File: src/rtl/rule_exec_pkg.sv
package rule_exec_pkg;
    localparam int MAX_RULES = 8;

    typedef logic [MAX_RULES-1:0] rule_vec_t;

    // Isolates the least significant set bit.
    function automatic rule_vec_t lowest_set(input rule_vec_t v);
        return v & (~v + rule_vec_t'(1));
    endfunction
endpackage

File: src/rtl/rule_guard.sv
module rule_guard #(
    parameter int N    = 4,
    parameter int NRDY = 2
) (
    input  logic [N-1:0]      guard,
    input  logic [N*NRDY-1:0] ready,
    output logic [N-1:0]      can_fire
);
    for (genvar i = 0; i < N; i++) begin : g_rule
        assign can_fire[i] = guard[i] & (&ready[i*NRDY +: NRDY]);
    end
endmodule

File: src/rtl/rule_sched.sv
module rule_sched
    import rule_exec_pkg::*;
#(
    parameter int N = 4
) (
    input  logic         run,
    input  logic [N-1:0] can_fire,
    output logic [N-1:0] will_fire
);
    rule_vec_t padded;
    rule_vec_t picked;

    always_comb begin
        padded = '0;
        padded[N-1:0] = can_fire;
        picked = lowest_set(padded);
    end

    assign will_fire = run ? picked[N-1:0] : '0;
endmodule

File: src/rtl/rule_regslot.sv
module rule_regslot #(
    parameter int          N    = 4,
    parameter int          W    = 8,
    parameter logic [W-1:0] INIT = '0
) (
    input  logic           clk,
    input  logic           rst_n,
    input  logic [N-1:0]   will_fire,
    input  logic [N-1:0]   mask_col,
    input  logic [N*W-1:0] data_col,
    output logic           wr_en,
    output logic [W-1:0]   q
);
    logic [W-1:0] nxt;

    assign wr_en = |(will_fire & mask_col);

    always_comb begin
        nxt = '0;
        for (int i = 0; i < N; i++) begin
            if (will_fire[i] && mask_col[i]) begin
                nxt = nxt | data_col[i*W +: W];
            end
        end
    end

    always_ff @(posedge clk) begin
        if (!rst_n) begin
            q <= INIT;
        end else if (wr_en) begin
            q <= nxt;
        end
    end
endmodule

File: src/rtl/rule_exec.sv
module rule_exec
    import rule_exec_pkg::*;
#(
    parameter int            N          = 4,
    parameter int            R          = 4,
    parameter int            W          = 8,
    parameter int            NRDY       = 2,
    parameter logic [R*W-1:0] INIT_VALUE = {(R*W/4){4'h5}}
) (
    input  logic              clk,
    input  logic              rst_n,
    input  logic [N-1:0]      guard_i,
    input  logic [N*NRDY-1:0] ready_i,
    input  logic [N*R-1:0]    wmask_i,
    input  logic [N*R*W-1:0]  wdata_i,
    output logic [R*W-1:0]    regs_o,
    output logic [N-1:0]      will_fire_o
);
    logic [N-1:0] can_fire;
    logic [R-1:0] wr_en;

    rule_guard #(.N(N), .NRDY(NRDY)) u_guard (
        .guard    (guard_i),
        .ready    (ready_i),
        .can_fire (can_fire)
    );

    rule_sched #(.N(N)) u_sched (
        .run       (rst_n),
        .can_fire  (can_fire),
        .will_fire (will_fire_o)
    );

    for (genvar r = 0; r < R; r++) begin : g_reg
        logic [N-1:0]   mcol;
        logic [N*W-1:0] dcol;
        for (genvar i = 0; i < N; i++) begin : g_col
            assign mcol[i]          = wmask_i[i*R + r];
            assign dcol[i*W +: W]   = wdata_i[(i*R + r)*W +: W];
        end
        rule_regslot #(.N(N), .W(W), .INIT(INIT_VALUE[r*W +: W])) u_slot (
            .clk       (clk),
            .rst_n     (rst_n),
            .will_fire (will_fire_o),
            .mask_col  (mcol),
            .data_col  (dcol),
            .wr_en     (wr_en[r]),
            .q         (regs_o[r*W +: W])
        );
    end
endmodule

File: config.mk
export PLATFORM = sky130hd
export DESIGN_NAME = rule_exec
export DESIGN_NICKNAME = d
export VERILOG_FILES = /design/src/rtl/rule_exec_pkg.sv /design/src/rtl/rule_guard.sv /design/src/rtl/rule_sched.sv /design/src/rtl/rule_regslot.sv /design/src/rtl/rule_exec.sv
export SDC_FILE = /design/constraint.sdc
export NUM_CORES = 1
export LEC_CHECK = 0
export BUFFER_PORTS_ARGS = -buffer_cell sky130_fd_sc_hd__buf_2
export CAP_MARGIN = 40
export CORE_UTILIZATION = 39
export CTS_CLUSTER_DIAMETER = 30
export DETAILED_ROUTE_END_ITERATION = 10
export GPL_ROUTABILITY_DRIVEN = 0
export PLACE_DENSITY = 0.84
export REMOVE_ABC_BUFFERS = 1
export SLEW_MARGIN = 25
export SYNTH_ARGS = -nofsm -noshare
export SYNTH_HDL_FRONTEND = slang
export SYNTH_SLANG_ARGS = --single-unit
File: constraint.sdc
create_clock -name clk -period 2.3 [get_ports clk]
set_input_delay 0.46 -clock clk [delete_from_list [all_inputs] [get_ports clk]]
set_output_delay 0.46 -clock clk [all_outputs]
set_load 0.05 [all_outputs]
# --- Word-level counts from Yosys, hierarchy flattened ---
# Index checks and enable logic that the tools add are counted.
classes:
  add_sub_neg: 1
  mux: 17
  bitwise: 22
  reduce_logical: 24
op_table:
  columns: ["op", "n"]
  rows:
  - ["$mux W8", 16]
  - ["$or A8 B8 Y8", 12]
  - ["$and A4 B4 Y4", 5]
  - ["$logic_and A1 B1 Y1", 16]
  - ["$reduce_or A4 Y1", 4]
  - ["$reduce_and A2 Y1", 4]
  - ["$add A4 B1 Y4 const B", 1]
  - ["$and A1 B1 Y1", 4]
  - ["$mux W4", 1]
  - ["$not A4 Y4", 1]
word_totals:
  reg_bits: 32
  input_bits: 158
  out_inout_bits: 36
  elab_cells: 68

# --- Longest topological paths before layout ---
logic_depth:
  depth_word: 14
  ltp_mapped: 7
  depth_no_buf: 4

# --- Modules after synthesis ---
# Synthesis repeated with hierarchy kept, for this count alone.
hier_totals:
  hier_cells: 234
  hier_area_um2: 2147.1
by_module_without_submodules:
  columns: ["module", "instances", "cells_per_inst", "area_each_um2", "seq_area_each_um2"]
  rows:
  - ["rule_regslot", 4, 56, 515.5, 160.2]
  - ["rule_sched", 1, 6, 60.1, 0.0]
  - ["rule_guard", 1, 4, 25.0, 0.0]

# --- Worst setup path before layout ---
# OpenSTA, ideal clock, no wires.
synth_timing:
  path_type: "input to output"
  start: "input port guard_i[0]"
  end: "output port will_fire_o[2]"
  arrival_time_ns: 2.664
  required_ns: 1.840
  slack_ns: -0.824
  stages: 5
  n_path_buf: 3
  cell_sequence: "and3_4 -> buf_6 -> buf_4 -> buf_2 -> nor4_1"
synth_via:
  elab_chain_len: 5
synth_lines:
  columns: ["element", "line_no", "rtl"]
  rows:
  - ["from (decl)", "rule_exec.sv:12", "input logic [N-1:0] guard_i,"]
  - ["$and A1 B1 Y1", "rule_guard.sv:10", "assign can_fire[i] = guard[i] & (&ready[i*NRDY +: NRDY]);"]
  - ["$not A4 Y4", "rule_exec_pkg.sv:8", "return v & (~v + rule_vec_t'(1));"]
  - ["$add A4 B1 Y4", "rule_exec_pkg.sv:8", null]
  - ["$and A4 B4 Y4", "rule_exec_pkg.sv:8", null]
  - ["$mux W4", "rule_sched.sv:19", "assign will_fire = run ? picked[N-1:0] : '0;"]
  - ["to (decl)", "rule_exec.sv:17", "output logic [N-1:0] will_fire_o"]
# Every way passes these cells.

# --- Final worst setup path ---
# Same ends and word-level chain as after synthesis.

==> out/summary.log <==
qor: place.placement_cell_area 0.00342 sq mm
qor: timing.skew 0 ps
qor: global_routing.grt.overflow.total 0
qor: timing.number_of_pins_with_negative_max_slew_slack_in_the_final_report 0
qor: timing.final_number_of_setup_violating_endpoints 0
qor: floorplan.start_util 0.413
qor: timing.timing.hold.ws 395 ps
qor: layout.n_fill_cell 509
qor: clock_tree.tritoncts.num_buffers 5
qor: pwr.clockPowerShare 0.286
qor: worst_setup_path.crit_path_max_fanout 20
qor: global_routing.antenna_found_initial 0
qor: routing.dr.first_iter.drc_count 144
qor: yosys.synthCells 265
qor: timing.finalCritPeriodShare 0.930
qor: clock_tree.clk_latency 280 ps
qor: yosys.synth.distinct_cells 26
qor: timing.post-route-min-period 2140 ps
qor: yosys.netlist_top_cells_area sky130_fd_sc_hd__dfxtp_1 (28%), sky130_fd_sc_hd__nand3_1 (7.3%), sky130_fd_sc_hd__a222oi_1 (6.9%)
qor: place.dp.final_hpwl 6.67 mm
qor: outcome.status finished, final reports clean
qor: worst_setup_path.path_class input pin to output port
qor: worst_setup_path.worstPathRequired 1840 ps
qor: yosys.synth_largest_type_area_fraction 0.276
qor: worst_setup_path.setup.worst_path.start_class input pin
qor: timing.max_slew_margin 0.632
qor: pwr.power.static_leakage 1.70 nW
qor: routing.route.detailed.vias_per_inst 5.87
qor: global_routing.grt_max_degree 33
qor: global_routing.globalRouteTotalUtil 0.277
qor: floorplan.boundaryPins 194
qor: clock_tree.cts_max_level 2
qor: clock_tree.root_buffer_master sky130_fd_sc_hd__clkbuf_8
qor: worst_hold_path.hold_path.class input pin to flop
qor: layout.largest_register g.u_slot.q
qor: global_routing.grt_pass1_vias 2928
qor: worst_setup_path.endpoint_kind output port
qor: pwr.power.density 454 mW/mm^2
qor: floorplan.design.die.area 0.00626 sq mm
qor: layout.drive_above_1_share 0.556
qor: yosys.post_synth.cell_area_avg 8.75 sq um
qor: yosys.synth.ff_latch_count 32
qor: yosys.synth_sequential_area_ratio 0.276
qor: clock_tree.cts_resized 0
qor: place.numPortBuffers 193
qor: place.post-place-ws 161 ps
qor: timing.timing.final.ws_setup 161 ps
qor: clock_tree.number_of_buffers_inserted_by_hold_repair_at_cts 0
qor: floorplan.die_width 79.1 microns
qor: layout.final_area 0.00351 sq mm
qor: pwr.power.share.combinational 0.334
qor: routing.drc_errors 0
qor: pwr.p_int 1.04 mW
qor: routing.overall_via_count_from_detail_route 3132
qor: floorplan.num_rows 27
qor: clock_tree.cts_setup_buffers 0
qor: pwr.irDropWorstVdd 0.276 mV
qor: layout.layout.nets 619
qor: global_routing.grt_pass1_wl 13.6 mm
qor: layout.reg.largest.list g.u_slot.q x32
qor: timing.rsz0062_at_grt no
qor: clock_tree.cts_tree built
qor: yosys.number_of_flops_mapped_to_enable_cells_by_yosys 0
qor: layout.area_growth 51.5%
qor: routing.totalWireLength 8.65 mm
qor: run.maxCapViolations 0
qor: clock_tree.clock_tree_buf_depth 2
qor: timing.max_freq 0.467 GHz
qor: pwr.part_of_the_power_in_registers 0.380
qor: routing.drt_pre_antenna_iters 6
qor: floorplan.die_y 79.1 microns
qor: timing.tightest_slew 549 ps
qor: timing.final_hold_viol_count 0
qor: layout.utilization 0.626
qor: layout.largest_register_ff_count 32
qor: clock_tree.clkSlewWorstSetupHoldPaths 70 ps
qor: yosys.async_reset_ff_frac 0
qor: yosys.synthDominantAreaCellType sky130_fd_sc_hd__dfxtp_1
qor: layout.diodes 0
qor: pwr.switching_power 0.552 mW
qor: floorplan.core_area 0.00561 sq mm
qor: routing.avgRoutedWirePerCell 16.2 microns
qor: pwr.switching_share 0.346
qor: routing.ant_nets 0
qor: yosys.synthesis.area 0.00232 sq mm
qor: worst_setup_path.worstPathArrival 1680 ps
qor: timing.setup-tns-final 0 ps
qor: yosys.warning_count_from_the_yosys_run 0
qor: clock_tree.numClockSinks 32
qor: yosys.synth-main-ff-cell sky130_fd_sc_hd__dfxtp_1
-- stage by stage --
step                power, mW  std cells
finish                   1.60        534
global route             1.68        534
floorplan               0.896        237
detailed placement       1.15        526
CTS                      1.61        534
global placement         1.14        526
-- cells by family after synthesis --
| kind of cell | synth area share |
|---|---|
| AOI/OAI and AO/OA | 0.406 |
| and+or+nand+nor | 0.215 |
| buffers and inverters | 0.103 |
| DFF | 0.276 |
-- synthesized netlist by cell type, types with 5 or more instances --
library cell / number
sky130_fd_sc_hd__nand3_1: 34
sky130_fd_sc_hd__dfxtp_1: 32
sky130_fd_sc_hd__inv_1: 21
sky130_fd_sc_hd__nand2_1: 20
sky130_fd_sc_hd__a211oi_1: 16
sky130_fd_sc_hd__a221oi_1: 16
sky130_fd_sc_hd__a222oi_1: 16
sky130_fd_sc_hd__a311oi_1: 16
sky130_fd_sc_hd__a31o_2: 16
sky130_fd_sc_hd__o2111ai_1: 16
sky130_fd_sc_hd__buf_2: 11
sky130_fd_sc_hd__clkbuf_1: 9
sky130_fd_sc_hd__and3_1: 6
sky130_fd_sc_hd__nand4_1: 5
-- worst paths after layout --
| check | start | end | slack (ps) | depth (start not counted) |
|---|---|---|---|---|
| worst max-delay path | guard_i[0] | will_fire_o[2] | 160 | 5 |
| worst min-delay path | wdata_i[84] | g_reg[2].u_slot.q[4] | 390 | 3 |
| worst max register to register | g_reg[0].u_slot.q[7] | g_reg[0].u_slot.q[7] | 1310 | 3 |
| worst min register to register | g_reg[3].u_slot.q[2] | g_reg[3].u_slot.q[2] | 510 | 2 |
-- worst max-delay path: stages --
cell,delay [ps]
sky130_fd_sc_hd__buf_2,100
sky130_fd_sc_hd__and3_4,260
sky130_fd_sc_hd__buf_4,190
sky130_fd_sc_hd__nor4_1,330
sky130_fd_sc_hd__buf_2,330
-- layout make-up --
class	instances	area, sq um	area share
inverter	21	78.8	0.0224
timing repair buffer	217	1170	0.333
tap	72	90.1	0.0257
clock buffer	6	82.6	0.0235
clock inverter	2	10.0	0.00285
multi-input combinational	184	1440	0.410
sequential	32	641	0.182
-- per-layer routing --
layer  global-route usage  vias to the layer above  routed length (microns)  share of wire
li1                     -                     1506                        -              -
met1                0.332                     1481                     3590           0.41
met2                0.497                      139                     4430           0.51
met3               0.0517                        6                      587          0.068
met4               0.0818                        0                       49         0.0057
met5                    0                        -                        0              0
-- power by group through the flow --
| stage | combinational, mW | clock (mW) | sequential [mW] |
|---|---|---|---|
| 2_1_floorplan | 0.157 | 0 | 0.739 |
| 3_3_place_gp | 0.524 | 0 | 0.618 |
| 3_5_place_dp | 0.532 | 0 | 0.619 |
| 4_1_cts | 0.534 | 0.467 | 0.606 |
| 5_1_grt | 0.575 | 0.491 | 0.609 |
| 6_report | 0.533 | 0.457 | 0.606 |
-- cells in the final DEF (no fill, tap or decap) --
| master | n |
|---|---|
| sky130_fd_sc_hd__clkbuf_8 | 6 |
| sky130_fd_sc_hd__a211o_1 | 4 |
| sky130_fd_sc_hd__buf_12 | 2 |
| sky130_fd_sc_hd__nand4_1 | 5 |
| sky130_fd_sc_hd__dfxtp_1 | 32 |
| sky130_fd_sc_hd__nand3_2 | 1 |
| sky130_fd_sc_hd__buf_2 | 193 |
| sky130_fd_sc_hd__inv_1 | 21 |
| sky130_fd_sc_hd__and3_4 | 2 |
| sky130_fd_sc_hd__nor4_2 | 1 |
| sky130_fd_sc_hd__a311oi_1 | 16 |
| sky130_fd_sc_hd__a221oi_1 | 16 |
| sky130_fd_sc_hd__a31o_2 | 16 |
| sky130_fd_sc_hd__nor4_4 | 4 |
| sky130_fd_sc_hd__nor3_2 | 4 |
| sky130_fd_sc_hd__nand2_1 | 20 |
| sky130_fd_sc_hd__o2111ai_1 | 16 |
| sky130_fd_sc_hd__nor4_1 | 1 |
| sky130_fd_sc_hd__nor2_1 | 2 |
| sky130_fd_sc_hd__buf_4 | 22 |
| sky130_fd_sc_hd__and3_1 | 6 |
| sky130_fd_sc_hd__clkinv_2 | 2 |
| sky130_fd_sc_hd__a211oi_1 | 16 |
| sky130_fd_sc_hd__o41ai_2 | 4 |
| sky130_fd_sc_hd__a222oi_1 | 16 |
| sky130_fd_sc_hd__nand3_1 | 34 |
(Power assumes the default switching activity.)
